--- src/rtl/sau_pkg.sv ---
package sau_pkg;
  localparam int INSTR_W    = 16;
  localparam int PFX_IMM_W  = 13;
  localparam int REG_IDX_W  = 3;

  localparam logic [5:0] ST_MAJOR  = 6'b001001;
  localparam logic [3:0] ST_MINOR  = 4'b0011;
  localparam logic [2:0] PFX_MAJOR = 3'b110;

  typedef enum logic [1:0] {
    PFX_NONE = 2'd0,
    PFX_ONE  = 2'd1,
    PFX_TWO  = 2'd2
  } pfx_cnt_e;

  typedef struct packed {
    logic                  is_store;
    logic                  is_prefix;
    logic [REG_IDX_W-1:0]  rs;
    logic [REG_IDX_W-1:0]  rb;
    logic [PFX_IMM_W-1:0]  imm;
  } dec_t;
endpackage

--- src/rtl/sau_decode.sv ---
module sau_decode
  import sau_pkg::*;
(
  input  logic               valid,
  input  logic [INSTR_W-1:0] instr,
  output dec_t               dec
);
  always_comb begin
    dec.is_store  = valid && (instr[15:10] == ST_MAJOR) && (instr[6:3] == ST_MINOR);
    dec.is_prefix = valid && (instr[15:13] == PFX_MAJOR);
    dec.rs        = instr[9:7];
    dec.rb        = instr[2:0];
    dec.imm       = instr[PFX_IMM_W-1:0];
  end
endmodule

--- src/rtl/sau_prefix.sv ---
module sau_prefix
  import sau_pkg::*;
#(
  parameter int LO_W = 13,
  parameter int HI_W = 11
) (
  input  logic            clk,
  input  logic            rst_n,
  input  logic            valid,
  input  logic            is_prefix,
  input  logic [LO_W-1:0] imm,
  output pfx_cnt_e        cnt,
  output logic [LO_W-1:0] lo,
  output logic [HI_W-1:0] hi
);
  pfx_cnt_e        cnt_n;
  logic [LO_W-1:0] lo_n;
  logic [HI_W-1:0] hi_n;
  logic            en;

  assign en = valid;

  always_comb begin
    cnt_n = cnt;
    lo_n  = lo;
    hi_n  = hi;
    if (is_prefix) begin
      cnt_n = (cnt == PFX_NONE) ? PFX_ONE : PFX_TWO;
      hi_n  = lo[HI_W-1:0];
      lo_n  = imm;
    end else begin
      cnt_n = PFX_NONE;
      lo_n  = '0;
      hi_n  = '0;
    end
  end

  always_ff @(posedge clk or negedge rst_n) begin
    if (!rst_n) begin
      cnt <= PFX_NONE;
      lo  <= '0;
      hi  <= '0;
    end else if (en) begin
      cnt <= cnt_n;
      lo  <= lo_n;
      hi  <= hi_n;
    end
  end

  p_consume_clears_r8: assert property (@(posedge clk) disable iff (!rst_n)
    (valid && !is_prefix) |=> (cnt == PFX_NONE));

  p_idle_holds_r8: assert property (@(posedge clk) disable iff (!rst_n)
    !valid |=> $stable(cnt) && $stable(lo) && $stable(hi));

  p_chain_saturates_r9: assert property (@(posedge clk) disable iff (!rst_n)
    (valid && is_prefix && cnt != PFX_NONE) |=> (cnt == PFX_TWO));
endmodule

--- src/rtl/sau_agen.sv ---
module sau_agen
  import sau_pkg::*;
#(
  parameter int ADDR_W      = 24,
  parameter int LO_W        = 13,
  parameter int HI_W        = 11,
  parameter bit SIGNED_DISP = 1'b0
) (
  input  logic [ADDR_W-1:0] base,
  input  pfx_cnt_e          cnt,
  input  logic [LO_W-1:0]   lo,
  input  logic [HI_W-1:0]   hi,
  input  logic              delay_slot,
  output logic [ADDR_W-1:0] word_addr,
  output logic              misalign
);
  localparam int EXT_W = ADDR_W - LO_W;

  logic [ADDR_W-1:0] disp_short;
  logic [ADDR_W-1:0] disp_long;
  logic [ADDR_W-1:0] disp;
  logic [ADDR_W-1:0] sum;

  generate
    if (SIGNED_DISP) begin : g_sext
      assign disp_short = {{EXT_W{lo[LO_W-1]}}, lo};
    end else begin : g_zext
      assign disp_short = {{EXT_W{1'b0}}, lo};
    end
  endgenerate

  assign disp_long = {hi, lo};

  always_comb begin
    if (delay_slot) begin
      disp = '0;
    end else begin
      case (cnt)
        PFX_ONE: disp = disp_short;
        PFX_TWO: disp = disp_long;
        default: disp = '0;
      endcase
    end
    sum       = base + disp;
    misalign  = |sum[1:0];
    word_addr = {sum[ADDR_W-1:2], 2'b00};
  end
endmodule

--- src/rtl/store_addr_unit.sv ---
module store_addr_unit
  import sau_pkg::*;
#(
  parameter int ADDR_W      = 24,
  parameter int DATA_W      = 32,
  parameter bit SIGNED_DISP = 1'b0
) (
  input  logic               clk,
  input  logic               rst_n,
  input  logic               instr_valid,
  input  logic [15:0]        instr,
  input  logic               delay_slot,
  output logic [2:0]         rs_sel,
  output logic [2:0]         rb_sel,
  input  logic [ADDR_W-1:0]  rs_val,
  input  logic [ADDR_W-1:0]  rb_val,
  output logic               mem_we,
  output logic [ADDR_W-1:0]  mem_addr,
  output logic [DATA_W-1:0]  mem_wdata,
  output logic               misalign_req
);
  localparam int LO_W  = PFX_IMM_W;
  localparam int HI_W  = ADDR_W - LO_W;
  localparam int PAD_W = DATA_W - ADDR_W;

  dec_t              dec;
  pfx_cnt_e          pfx_cnt;
  logic [LO_W-1:0]   pfx_lo;
  logic [HI_W-1:0]   pfx_hi;
  logic [ADDR_W-1:0] word_addr;
  logic              misalign;

  logic              we_n;
  logic              mis_n;
  logic              data_en;
  logic [ADDR_W-1:0] addr_n;
  logic [DATA_W-1:0] wdata_n;

  sau_decode u_dec (
    .valid (instr_valid),
    .instr (instr),
    .dec   (dec)
  );

  sau_prefix #(.LO_W(LO_W), .HI_W(HI_W)) u_pfx (
    .clk       (clk),
    .rst_n     (rst_n),
    .valid     (instr_valid),
    .is_prefix (dec.is_prefix),
    .imm       (dec.imm),
    .cnt       (pfx_cnt),
    .lo        (pfx_lo),
    .hi        (pfx_hi)
  );

  sau_agen #(.ADDR_W(ADDR_W), .LO_W(LO_W), .HI_W(HI_W), .SIGNED_DISP(SIGNED_DISP)) u_agen (
    .base       (rb_val),
    .cnt        (pfx_cnt),
    .lo         (pfx_lo),
    .hi         (pfx_hi),
    .delay_slot (delay_slot),
    .word_addr  (word_addr),
    .misalign   (misalign)
  );

  assign rs_sel = dec.rs;
  assign rb_sel = dec.rb;

  always_comb begin
    we_n    = dec.is_store;
    mis_n   = dec.is_store && misalign;
    data_en = dec.is_store;
    addr_n  = word_addr;
    wdata_n = {{PAD_W{1'b0}}, rs_val};
  end

  always_ff @(posedge clk or negedge rst_n) begin
    if (!rst_n) begin
      mem_we       <= 1'b0;
      misalign_req <= 1'b0;
    end else begin
      mem_we       <= we_n;
      misalign_req <= mis_n;
    end
  end

  always_ff @(posedge clk or negedge rst_n) begin
    if (!rst_n) begin
      mem_addr  <= '0;
      mem_wdata <= '0;
    end else if (data_en) begin
      mem_addr  <= addr_n;
      mem_wdata <= wdata_n;
    end
  end

  p_write_follows_store_r10: assert property (@(posedge clk) disable iff (!rst_n)
    (instr_valid && instr[15:10] == ST_MAJOR && instr[6:3] == ST_MINOR) |=> mem_we);

  p_no_spurious_write_r1: assert property (@(posedge clk) disable iff (!rst_n)
    !(instr_valid && instr[15:10] == ST_MAJOR && instr[6:3] == ST_MINOR) |=> !mem_we);

  p_data_zero_top_r5: assert property (@(posedge clk) disable iff (!rst_n)
    dec.is_store |=> (mem_wdata == {{PAD_W{1'b0}}, $past(rs_val)}));

  p_delay_plain_base_r7: assert property (@(posedge clk) disable iff (!rst_n)
    (dec.is_store && delay_slot) |=>
      (mem_addr == {$past(rb_val[ADDR_W-1:2]), 2'b00}) && (misalign_req == ($past(rb_val[1:0]) != 2'b00)));

  p_no_prefix_base_r2: assert property (@(posedge clk) disable iff (!rst_n)
    (dec.is_store && pfx_cnt == PFX_NONE) |=> (mem_addr == {$past(rb_val[ADDR_W-1:2]), 2'b00}));

  p_misalign_with_write_r6: assert property (@(posedge clk) disable iff (!rst_n)
    misalign_req |-> mem_we);
endmodule

--- config.mk ---
export PLATFORM = sky130hd
export DESIGN_NAME = store_addr_unit
export DESIGN_NICKNAME = d
export VERILOG_FILES = /design/src/rtl/sau_pkg.sv /design/src/rtl/sau_decode.sv /design/src/rtl/sau_prefix.sv /design/src/rtl/sau_agen.sv /design/src/rtl/store_addr_unit.sv
export SDC_FILE = /design/constraint.sdc
export NUM_CORES = 1
export LEC_CHECK = 0
export BUFFER_PORTS_ARGS = -buffer_cell sky130_fd_sc_hd__buf_2
export CAP_MARGIN = 20
export CORE_ASPECT_RATIO = 1.5
export CORE_MARGIN = 1
export CORE_UTILIZATION = 50
export CTS_BUF_LIST = sky130_fd_sc_hd__clkbuf_16
export CTS_CLUSTER_DIAMETER = 80
export DETAILED_ROUTE_END_ITERATION = 7
export PLACE_DENSITY = 0.77
export SETUP_SLACK_MARGIN = 0.5
export SLEW_MARGIN = 20
export SYNTH_ARGS = -nofsm -noshare
export SYNTH_HDL_FRONTEND = slang
export SYNTH_HIERARCHICAL = 1
export SYNTH_SLANG_ARGS = --single-unit
--- constraint.sdc ---
create_clock -name clk -period 8.1 [get_ports clk]
set_input_delay 0.405 -clock clk [delete_from_list [all_inputs] [get_ports clk]]
set_output_delay 0.405 -clock clk [all_outputs]
set_load 0.01 [all_outputs]
* Yosys cells after proc, flatten, opt, wreduce, memory -nomap -nowiden
Cells that the tools add are included.
Cells by class: $add $sub $neg 1, equality and inequality tests 5, mux-type cells 6, reductions and logical operators 6
Operators by type and width (number):
- $pmux 24 s2 | 1
- $add 24x24->24 | 1
- $mux 24 | 1
- $mux 13 | 1
- $mux 11 | 1
- $eq 6x4->1 const B | 1
- $eq 4x2->1 const B | 1
- $logic_and 1x1->1 | 4
- $mux 2 | 2
- $eq 3x3->1 const B | 1
- $eq 2x1->1 const B | 1
- $eq 2x2->1 const B | 1
- $logic_not 2->1 | 1
- $reduce_or 2->1 | 1
Word-level totals: flip-flop bits (word level) 74, input port bits 68, output and inout port bits 64, word-level logic and storage cells 25

* Logic depth before layout (Yosys ltp)
Gate-level depths: netlist of run 1.
depth after elaboration 6, depth in mapped cells 15

* Hierarchy
Netlist of run 1, hierarchy kept.
Modules (own cells, without submodules):
- store_addr_unit | times used 1, cells each 113, area an instance 1940.6 µm², seq. area each 1251.2 µm²
- sau_agen | times used 1, cells each 198, area an instance 1468.9 µm², seq. area each 0.0 µm²
- sau_prefix | times used 1, cells each 113, area an instance 1134.8 µm², seq. area each 650.6 µm²
- sau_decode | times used 1, cells each 24, area an instance 191.4 µm², seq. area each 0.0 µm²

* Least setup slack after synthesis of run 1
OpenSTA, ideal clock, no wires.
path kind flip-flop to flip-flop, start point register u_pfx.cnt[0], end point register mem_addr[22], setup time 0.125 ns, arrival 3.071 ns, slack 4.905 ns, cell stages (with the launch flop) 16, period minus slack after synthesis 3.195 ns, path through dfrtp_1 > inv_1 > ha_1 > nor2_1 > nor3_1 > clkbuf_1 > and2_1 > ha_1 > fa_1 > a21o_2 > a221oi_2 > o221a_2 > o211a_1 > a211o_1 > o2111ai_1 > mux2_2
On the way: cells in the longest elaborated chain, start to end 4, elaborated cells on any way between the ends 5
RTL lines:
- start: declaration | line sau_prefix.sv:12 | output pfx_cnt_e cnt,
- start signal: assignment | line sau_prefix.sv:44 | cnt <= cnt_n;
- $eq 2x2->1 or $eq 2x1->1 (tied branches) | line sau_agen.sv:38 | case (cnt)
- $pmux 24 s2 (*) | line sau_agen.sv:38
- $mux 24 (*) | line sau_agen.sv:35 | if (delay_slot) begin
- $add 24x24->24 (*) | line sau_agen.sv:44 | sum = base + disp;
- via addr_n[22] | line store_addr_unit.sv:36 | logic [ADDR_W-1:0] addr_n;
- end signal: assignment | line store_addr_unit.sv:92 | mem_addr <= addr_n;
- end: declaration | line store_addr_unit.sv:18 | output logic [ADDR_W-1:0] mem_addr,
Mark *: on every way through the listed nets, which the timed path passes. The rest lies on a longest branch. A chain may end at the register's enable or synchronous reset.

* Worst setup path after layout of run 1
start point register u_pfx.cnt[0], end point register mem_addr[21]
The elaborated chain is that of the path after synthesis.

==> results of run 1 <==
-- registers in the layout, indices dropped and copies added (netlist names) --
signal,count
mem_addr,24
mem_wdata,24
mem_we,1
misalign_req,1
u_pfx/cnt,2
u_pfx/hi,11
u_pfx/lo,13
-- cells in the final DEF, fill, tap and decap left out, types with 4 or more instances in the layout --
cell type,netlist,layout
xnor2_1,12,12
and2_1,25,25
nand4_1,4,4
a21o_1,12,12
xor2_1,9,9
dfrtp_1,76,76
o21ai_2,6,6
a31oi_1,5,5
mux2_2,39,39
a21oi_1,16,16
clkbuf_16,0,9
nor2_1,10,10
conb_1,2,10
inv_1,30,30
o21ai_1,23,23
nand2_1,10,10
nand3_1,30,30
buf_2,0,122
ha_1,25,25
mux2_4,9,9
o21ai_0,6,6
-- cells by family (layout without fill, tap and decap cells) --
| kind of cell | after synthesis | count (layout) |
|---|---|---|
| AOI/OAI and AO/OA | 91 | 91 |
| xor gates and xnor gates | 21 | 21 |
| adders and majority gates | 26 | 26 |
| buffers and inverters | 78 | 170 |
| DFF | 76 | 76 |
| muxes | 49 | 49 |
| other | 2 | 10 |
| and+or+nand+nor | 105 | 105 |
-- layer usage --
layer	vias up	part of all wire (%)	GRT usage [%]
met5	-	0	0
met4	0	3.8	11.0
met3	29	4.2	4.29
met2	117	51	35.4
met1	1732	41	25.5
li1	1734	-	-
-- per-stage QoR --
stage	cells	area [µm²]	utilization, %
finish	660	5450	59.2
global route	660	5450	59.2
CTS	660	5450	59.2
detailed placement	644	5140	55.9
global placement	644	5140	55.9
floorplan	456	4770	-
-- power by group --
part	leakage [nW]	switching [mW]	total (mW)	internal (mW)
clock	0.145	0.165	0.408	0.243
combinational	1.73	0.0437	0.0751	0.0313
sequential	1.06	0.00365	0.389	0.385
total	2.93	0.212	0.872	0.660
-- cell type report --
class / count / area [µm²] / share of cell area [%]
timing repair buffer: 124 / 626 / 11.5
inverter: 30 / 113 / 2.07
tap: 112 / 140 / 2.57
sequential: 76 / 1900 / 34.9
clock inverter: 7 / 82.6 / 1.52
clock buffer: 9 / 225 / 4.13
multi-input combinational: 302 / 2360 / 43.3
-- worst max-delay path, delay by kind of cell (launching register included) --
kind / cells / cell delay, ns
compound gates: 6 / 1.42
simple gates: 2 / 0.99
fa+ha+maj: 2 / 0.60
flops: 1 / 0.41
mux: 1 / 0.27
buf+inv: 1 / 0.06
-- worst paths after layout --
path	endpoint	slack, ns	depth (start not counted)
worst max-delay path	mem_addr[21]$_DFFE_PN0P_	4.24	12
worst min-delay path	mem_wdata[3]$_DFFE_PN0P_	0.20	1
worst max register to register	mem_addr[21]$_DFFE_PN0P_	4.24	12
worst min register to register	mem_addr[10]$_DFFE_PN0P_	0.50	1
max in group asynchronous	mem_addr[10]$_DFFE_PN0P_	7.23	1
min in group clk	mem_wdata[15]$_DFFE_PN0P_	0.30	2
==> out/results.txt, run 1 <==
The slowest stage of the critical path is the nor3_1 cell. The number of primary I/O pins came out at 132. For the number of CTS-inserted buffers, the log shows 9. The commonest register cell after synthesis was dfrtp_1. From synthesis to final layout, the design area changed by 15.1%.

The logs give 0.00353 ns for the clock skew after layout and 6 for the number of warnings issued by yosys. Hold timing on the final database bottoms out at a slack of 0.197 ns. For this run, asynchronously set or reset flops after synthesis account for 100%.

After floorplanning, the core was divided into 43 placement rows. For the pin with the worst max-slew slack, the measured transition is 0.972 ns. Of the post-synthesis cell area, the part taken by muxes is 12.3%. The time the final worst path needs with I/O delays and setup is 3.86 ns, and the estimated wirelength of the detail-placed design is 7490 µm. The CTS sink count is 76.

The number of setup buffers added after CTS is 0. The static leakage is 2.93 nW, and the largest driver fanout on the critical path is 13. The adder and majority gate portion of the synthesized area was 7.03%. The run finished with clean final reports. In this run, the number of DRC markers left after iteration 0 of detailed routing was 185. The total power is 0.872 mW. The tools report the number of global-route vias before repair as 3508. The tools report the overall routed net length as 9890 µm. In this run the tool buffered the top-level ports with 123 buffer cells. The synthesized flop and latch total came out at 76. TritonCTS built the clock tree. Summed over all instances, the cell type with the most area after synthesis is dfrtp_1. VDD sags by at most 0.112 mV. Across the run, the number of max-cap violations was 0. The combinational family with the most area after synthesis was compound AO/OA/AOI/OAI gates.

The sum of negative setup slack came out at 0 ns. The number of vias per cell after detailed routing is 5.47. By instance count, the leading cell after synthesis is dfrtp_1.

The synthesized design devotes to its leading area cell type 40.2% of total area. The clock passes through at most 2 buffers. The first TritonRoute pass finished after 4 iterations.

Counting flops with a built-in enable in the synthesized netlist gives 0. In the post-route analysis, the smallest setup slack over all paths is 4.24 ns. Of the total synthesized cell area, the portion taken by XOR and XNOR cells is 3.88%. The type of the most critical hold path was primary input to async pin. Summing the areas of all compound-gate instances in the mapped netlist gives 13.0% of the synthesized area. The filler cells instantiated in the layout total 833. Counting distinct cell types in the post-synthesis netlist gives 61.

The number of pins exceeding their max-slew limit in the final report was 0; the summed instance area of the synthesized netlist was 4740 µm². Traced cell by cell, the critical path runs through inv_1 > ha_1 > nor3_1 > and2_1 > ha_1 > a21oi_1 > o21ai_1 > a2111oi_0 > a21oi_1 > a31oi_1 > o311ai_1 > mux2_2. Setup violations remaining at the end of the flow were counted as 0. The worst setup path is captured at a flip-flop.

The cell area power density works out to 160 nW/µm². On the worst path, the slowest cell contributes a delay of 0.74 ns. The H-tree was split into 3 levels.

Sequential cells were found to cover 40.2% of the synthesized design area. The tree is rooted in a clkbuf_16. Setup repair after global routing left no endpoint under its margin. At the later pin of the worst-skew pair, clock insertion delay measures 0.33 ns. DRC violation count after routing: 0. The tools report the kind of start point of the critical path as a flip-flop.

The starting utilization of the core area was 51.5%. The pin count of the biggest net entering global routing is 77. The worst register-to-register path begins at u_pfx/cnt[0]$_DFFE_PN0P_. The part of the cycle the worst path needs was 47.6%.

By startpoint and endpoint, the worst setup path is classified as flip-flop to flip-flop. The final layout net count is 637, and the number of vias in the routed layout is 3612. The count of instances resized after the clock tree is built is 0, and the number of buffers inserted for hold repair after clock tree synthesis is 0. Global routing used 21.3% of the available tracks across all layers.

Tracing the worst setup path back leads to its startpoint at u_pfx/cnt[0]$_DFFE_PN0P_. The die width works out to 81.5 µm. The floorplan step defined a die boundary enclosing 9870 µm².

The fraction of final layout cells sized beyond drive strength 1 was 38.0%; the mean cell area of the mapped netlist was 10.6 µm². The number of failing hold endpoints at the final stage is 0. Routability-driven placement finished with a final weighted congestion of 0.923. The area share of and/or/nand/nor cells after synthesis was 12.8%; the clock-pin slew on the worst setup and hold paths was 0.06 ns. For the number of instances in the synthesized netlist, the log shows 448. The vertical die dimension is 121 µm, and the initial antenna violation count is 0. The minimum setup slack after placement came out at 4.29 ns. The total area inside the core boundary comes to 9200 µm². The maximum clock frequency came out at 0.259 GHz.

Data on the critical path arrives at its endpoint at 4.07 ns. The antenna violation net count after detailed routing is 0. The relative slew slack was 35.2%; the wire length per cell was 15.0 µm. The leftover overflow at the end of global routing came out at 0. The number of inserted diodes is 0. Sorting the synthesized cells by area gives the leading types as dfrtp_1, mux2_2, ha_1, buf_4, and2_1. Required time of the worst setup path: 8.32 ns. In the synthesized netlist, the cells that appear most often are dfrtp_1, mux2_2, buf_4, inv_1, nand3_1. The first global-routing pass estimated 16000 µm of wire.
Power figures use the tool's default switching activity.
==> inputs of run 2 (changes only) <==
- CORE_UTILIZATION: 50 -> 48
- clock period: 8.1 -> 3.44 ns (I/O delays scaled with it)
==> out/results.txt, run 2 (synthesis gave the netlist of run 1 again) <==
Counting every sink on the clock net gives 76. The analysis attributes to cell leakage a power of 3.06 nW. The number of failing hold endpoints at the final stage is 36, and the number of primary I/O pins is 132. In the final layout, the registers with the most flip-flops are mem_addr x24, mem_wdata x24, u_pfx/lo x13. For the number of standard cells in the final layout excluding fillers, the log shows 681. The root buffer cell was clkbuf_16. In this run the vertical extent of the chip is 124 µm. Clock-pin slew was measured on the worst setup and hold paths at 0.07 ns. The tools report the maximum clock frequency as 0.315 GHz. The floorplan step defined a die boundary enclosing 10300 µm².

The net switching power is 0.543 mW. The number of buffers inserted for hold repair after clock tree synthesis came out at 0. The final layout net count came out at 655. The number of global-route vias before repair is 3666. The flow ran to the end, but the final reports show violations.

The switching fraction of total power was 26.6%; the largest driver fanout on the critical path was 4. For this run, the slowest stage of the critical path takes 0.41 ns. The minimum setup slack after placement is 0.184 ns. The starting utilization of the core area is 49.2%.

The count of buffering cells on the critical path with inverters included was 2. Grouping stages by cell kind, the critical path spends the most delay in compound AO/OA/AOI/OAI gates. The number of pins exceeding their max-slew limit in the final report came out at 0. For the first-pass detailed-route iteration total, the log shows 4.

STA puts the critical path data required time at 3.67 ns. The count of port buffers added during placement is 123. The routed length on met1 came out at 4390 µm. On the critical path, the stage with the largest delay is an instance of dfrtp_2. Leaving out fill and tap cells, the most frequent cell in the layout is buf_2.

The kind of start point of the critical path was a flip-flop. STA classifies the critical path endpoint as a flip-flop. The number of fill cells is 752. For the pin with the worst max-slew slack, the measured transition is 0.948 ns. Setup repair after global routing could not meet its margin everywhere. The post-route netlist has 47.5% of its cells at a drive strength greater than 1. Max-cap violation count: 0. For the worst setup path, the data arrival time is 3.40 ns. The final reports fail on hold timing. After detailed routing, the number of remaining DRC violations is 0. After routing the design area is 5950 µm². The logs give 0.34 ns for the clock insertion delay at the later pin of the skew report and 7960 µm for the estimated wirelength of the detail-placed design. The repair_antennas step left the layout with diodes totalling 0.

The cell that appears most often on the critical path is ha_4. Entering global routing, the biggest net connects 77 pins. The detailed router's first-iteration violation count is 126, and the number of core rows is 44.

For the post-route worst hold slack, the log shows -0.0270 ns. The logs give 44.9% for the register share of total power and 419 µm for the wire length on met3. Depth of the CTS H-tree: 3. Across every metal layer, demand over resource in global routing totals 21.8%.

Combinational cells account for 9.9% of the total power. The global-route wire length before repair came out at 17500 µm. For the finished layout, the period the worst path requires is 3.17 ns. In the final routed layout, each cell accounts on average for 16.9 µm. TritonCTS built the clock tree. The library cells used most frequently in the layout, excluding fill and tap cells, are buf_2, dfrtp_1, mux2_2, nand3_1, inv_1. Routed signal wires occupy layers up through met4.

The post-layout utilization of the core is 61.7%, and the overall routed net length is 11500 µm. The worst setup path is of the flip-flop to flip-flop kind. The share of total power dissipated in the clock network is 45.2%. The placed instances occupy a cell area of 5250 µm². The clock skew after layout is 0.00780 ns, and the maximum resistive drop on vdd is 0.360 mV.

The total setup violations reported at the end of the flow was 0; the total placed cells including tap cells was 651. The floorplan core area was 9630 µm²; the internal cell power was 1.50 mW. The type of the most critical hold path was primary input to async pin.

The sum of negative setup slack is 0 ns. Power spread over the standard cell area amounts to 343 nW/µm². For the initial antenna violation count, the log shows 0. The area growth from synthesis to layout was 25.5%. In the detailed route, the total length drawn on met2 is 6320 µm. In the routed layout, each cell is associated on average with a via count of 5.42. The final worst setup slack is 0.270 ns. The run gives 2 as the clock tree buffer depth.

Clock tree synthesis inserted a total of 9 buffers. In the finished design, the share of the clock period the worst path needs comes to 92.2%. The run gives 0 as the antenna violation net count after detailed routing. Detailed routing inserted a total of 3689 vias.

The die width is 83.1 µm. Walking the worst path, the cells encountered are inv_2 > ha_4 > nor2_4 > nor3_4 > buf_2 > and2_4 > ha_4 > fa_2 > a21o_4 > a221oi_4 > o221a_4 > o211a_1 > a211o_1 > o2111ai_1 > mux2_2. The tools report the final estimated routing congestion in global placement as 0.830. Global routing finished with a remaining overflow of 0. Relative slew slack: 36.8%.
==> run 2: layout make-up <==
cell class / count / area [µm²] / area share (%)
clock buffers: 9 / 225 / 3.79
repair buffers: 142 / 786 / 13.2
multi-input cells: 302 / 2710 / 45.6
flip-flops and latches: 76 / 1900 / 32.0
inverters: 30 / 113 / 1.89
clock inverters: 7 / 63.8 / 1.07
well taps: 115 / 144 / 2.42
==> run 2: repair_timing <==
item	in CTS	in global routing
resized for setup	32	29
pin swaps	8	14
hold endpoints to repair	0	0
cloned	1	0
setup buffers	7	6
setup endpoints to repair	16	17
==> run 2: final timing paths <==
check | to | depth (start not counted) | slack (ns) | start
max | mem_addr[22]$_DFFE_PN0P_ | 15 | 0.27 | u_pfx/cnt[1]$_DFFE_PN0P_
min | mem_wdata[0]$_DFFE_PN0P_ | 1 | -0.03 | rst_n
max reg2reg | mem_addr[22]$_DFFE_PN0P_ | 15 | 0.27 | u_pfx/cnt[1]$_DFFE_PN0P_
min reg2reg | mem_addr[4]$_DFFE_PN0P_ | 1 | 0.50 | mem_addr[4]$_DFFE_PN0P_
max in group asynchronous | u_pfx/cnt[1]$_DFFE_PN0P_ | 1 | 2.79 | rst_n
min in group clk | mem_wdata[20]$_DFFE_PN0P_ | 2 | 0.06 | rs_val[20]
==> run 2: metrics by stage <==
step           power, mW  hold WS, ns
2_1_floorplan       1.05       -0.124
3_3_place_gp        1.11        0.366
3_5_place_dp        1.12        0.385
4_1_cts             2.05       0.0200
5_1_grt             2.12       0.0486
6_report            2.04      -0.0270
==> run 2: power by group through the flow <==
stage / Combinational, mW / Clock [mW] / Sequential [mW]
3_3_place_gp: 0.178 / 0 / 0.932
4_1_cts: 0.195 / 0.940 / 0.915
5_1_grt: 0.223 / 0.979 / 0.917
3_5_place_dp: 0.183 / 0 / 0.932
2_1_floorplan: 0.120 / 0 / 0.934
6_report: 0.202 / 0.923 / 0.916
==> run 2: layer usage <==
layer | up-vias | global-route usage [%]
met3 | 21 | 3.64
met5 | - | 0
met2 | 104 | 39.7
met1 | 1806 | 24.0
li1 | 1758 | -
met4 | 0 | 12.7
==> inputs of run 3 (changes only) <==
- REMOVE_ABC_BUFFERS: unset -> 1
==> out/results.txt, run 3 (synthesis gave the netlist of run 1 again) <==
The tools report the kind of start point of the critical path as a flip-flop. The logs give 9 for the number of CTS-inserted buffers and 2730 µm² for the area taken by multi-input logic gates. The tools report the depth of the CTS H-tree as 3. The max-cap violation count was 0; the stage delay of the slowest cell on the critical path was 0.41 ns. Of the available clock period, the critical path in the final layout requires 96.0%. Compared with the post-synthesis result, the final layout area differs by 27.8%.

For this design, the sink count on the clock tree is 76. Area of all placed cells without fillers: 6050 µm². Across the VDD grid, the largest voltage drop is 0.424 mV. The data arrival time of the worst path is 3.52 ns. In the routed layout, each cell is associated on average with a via count of 5.50. Worst-path cell with the longest stage delay: dfrtp_1. After detailed placement, the design holds a cell count of 654. In the final timing run, aggregate negative setup slack is 0 ns. The post-route worst hold slack is -0.0253 ns. The detailed router finished its first iteration with 135 violations. 132 I/O pins were placed. Excluding fillers, the count of instances in the completed layout stands at 692.

The critical path is of the flip-flop to flip-flop type. The largest registers in the layout are mem_addr x24, mem_wdata x24, u_pfx/lo x13. In this run the horizontal extent of the chip is 83.1 µm. Before antenna repair, the detailed router went through 5 iterations. Headroom to the max-slew limit came out at 36.9%. Row generation in the floorplan step produced 44 rows.

Global routing used 22.5% of the available tracks. The DRC violation count after routing is 0. The repair_antennas step left the layout with diodes totalling 0. The global-route wire length before repair was 18200 µm. The minimum setup slack after placement is 0.0249 ns, and the largest driver fanout on the critical path is 6. The sort of element at the end of the critical path is a flip-flop.

TritonCTS built the clock tree. The longest clock path from root to sink contains 2 buffers. Fraction of final layout cells sized beyond drive strength 1: 48.2%. The checks that failed: hold timing.

The clock insertion delay at the later pin of the skew report was 0.34 ns. The most frequent standard cell in the layout excluding fill and tap cells is buf_2. Total setup violations reported at the end of the flow: 0. The tools report the initial antenna violation count as 0.

The register area was 1900 µm². For the number of fill cells, the log shows 742. Once layout is complete, the utilization of the core stands at 62.8%. Wire length per cell: 17.6 µm. Setup repair after global routing could not meet its margin everywhere.

The run gives 3753 as the number of global-route vias before repair. Leftover overflow at the end of global routing: 0. STA puts the critical path data required time at 3.66 ns. In this run the critical register-to-register path is launched from u_pfx/cnt[1]$_DFFE_PN0P_. The min-delay analysis places its worst path in the category primary input to async pin. From bottom edge to top edge, the die measures 124 µm. Cell seen most often among critical-path stages: buf_4.

Number of vias in the routed layout: 3808. Entering global routing, the biggest net connects 77 pins. Clock-pin slew was measured on the worst setup and hold paths at 0.06 ns.

Power spread over the standard cell area amounts to 340 nW/µm². In the final design database the tool counted 667 nets. The tools report the maximum clock frequency as 0.303 GHz. The count of buffers added on input and output ports is 123. The starting utilization of the core area was 49.2%; the number of pins exceeding their max-slew limit in the final report was 0. The slew at the pin closest to its max-slew limit works out to 0.947 ns. The library cells used most frequently in the layout, excluding fill and tap cells, are buf_2, dfrtp_1, mux2_2, nand3_1, inv_1.

Static leakage: 3.13 nW. The time the final worst path needs with I/O delays and setup came out at 3.30 ns. The run gives 0.137 ns as the final worst setup slack.

The logs give 5200 µm² for the cell area after placement and 12200 µm for the overall routed net length. The cell sitting at the root of the clock tree is a clkbuf_16. The count of nets left with antenna violations once routing finished came out at 0. The number of buffers inserted for hold repair after clock tree synthesis came out at 0.

For the final database, setup skew stands at 0.00652 ns. Walking the worst path, the cells encountered are inv_1 > ha_2 > nor2_2 > nor3_2 > buf_4 > buf_6 > buf_12 > buf_4 > and2_4 > ha_4 > nand3_1 > or2_1 > o221a_4 > buf_4 > o21bai_4 > a31oi_1 > xnor2_1 > mux2_4. At the end of routability-driven placement, the weighted congestion stood at 0.858. The beginning of the critical path is u_pfx/cnt[1]$_DFFE_PN0P_. The tools report the estimated wirelength of the detail-placed design as 7800 µm. The run finished, with violations left.

The floorplan step defined a core boundary enclosing 9630 µm². Number of failing hold endpoints at the final stage: 27. The tools report the full die area as 10300 µm².
==> run 3: cell types whose count changed in the layout (fill, tap and decap cells not counted), sizes merged <==
cell,previous run,this run
bufinv,0,1
inv,34,31
buf,142,154
clkinv,1,3
clkinvlp,2,1
==> run 3: layer usage <==
layer  share of wire [%]  GRT usage [%]  routed length (µm)  vias to the layer above
met2                  55           42.6                6670                      142
li1                    -              -                   -                     1782
met5                   0              0                   0                        -
met4                 4.0           12.4                 488                        0
met3                 4.3           2.98                 521                       36
met1                  37           24.2                4530                     1848
==> run 3: path summary, 6_finish.rpt <==
| check | depth (start not counted) | endpoint | slack, ns |
|---|---|---|---|
| min reg2reg | 1 | mem_wdata[10]$_DFFE_PN0P_ | 0.50 |
| max | 18 | mem_addr[16]$_DFFE_PN0P_ | 0.14 |
| min | 1 | mem_wdata[19]$_DFFE_PN0P_ | -0.03 |
| max reg2reg | 18 | mem_addr[16]$_DFFE_PN0P_ | 0.14 |
| max in group asynchronous | 1 | mem_addr[14]$_DFFE_PN0P_ | 2.84 |
| min in group clk | 2 | mem_wdata[10]$_DFFE_PN0P_ | 0.06 |
==> run 3: layout make-up <==
class	instances	share of cell area, %
Tap cell	115	2.38
Multi-Input combinational cell	302	45.1
Clock buffer	9	3.72
Timing Repair Buffer	154	14.5
Sequential cell	76	31.4
Inverter	30	1.86
Clock inverter	6	1.08
==> run 3: worst max-delay path: cells and delay by family (launching register included) <==
family                   cells  cell delay [ns]
AO/OA/AOI/OAI                3             0.46
AND/OR/NAND/NOR              5             0.74
flip-flops                   1             0.41
multiplexers                 1             0.25
adder cells (fa/ha/maj)      2             0.47
XOR/XNOR                     1             0.14
buffers and inverters        6             0.72
==> run 3: metrics by stage <==
step	hold slack, ns	total power, mW
finish	-0.0253	2.06
CTS	0.0222	2.06
detailed placement	0.384	1.11
global placement	0.362	1.11
floorplan	-0.124	1.01
global route	0.0527	2.12
==> run 3: power by group <==
part | internal [mW] | total, mW | switching, mW
Sequential | 0.907 | 0.915 | 0.00828
Clock | 0.558 | 0.932 | 0.373
Combinational | 0.0910 | 0.213 | 0.121
==> run 3: timing repair <==
item | in CTS | in global routing
resized for setup | 43 | 31
endpoints found under the setup margin | 16 | 17
pin swaps | 25 | 14
buffers inserted | 12 | 11
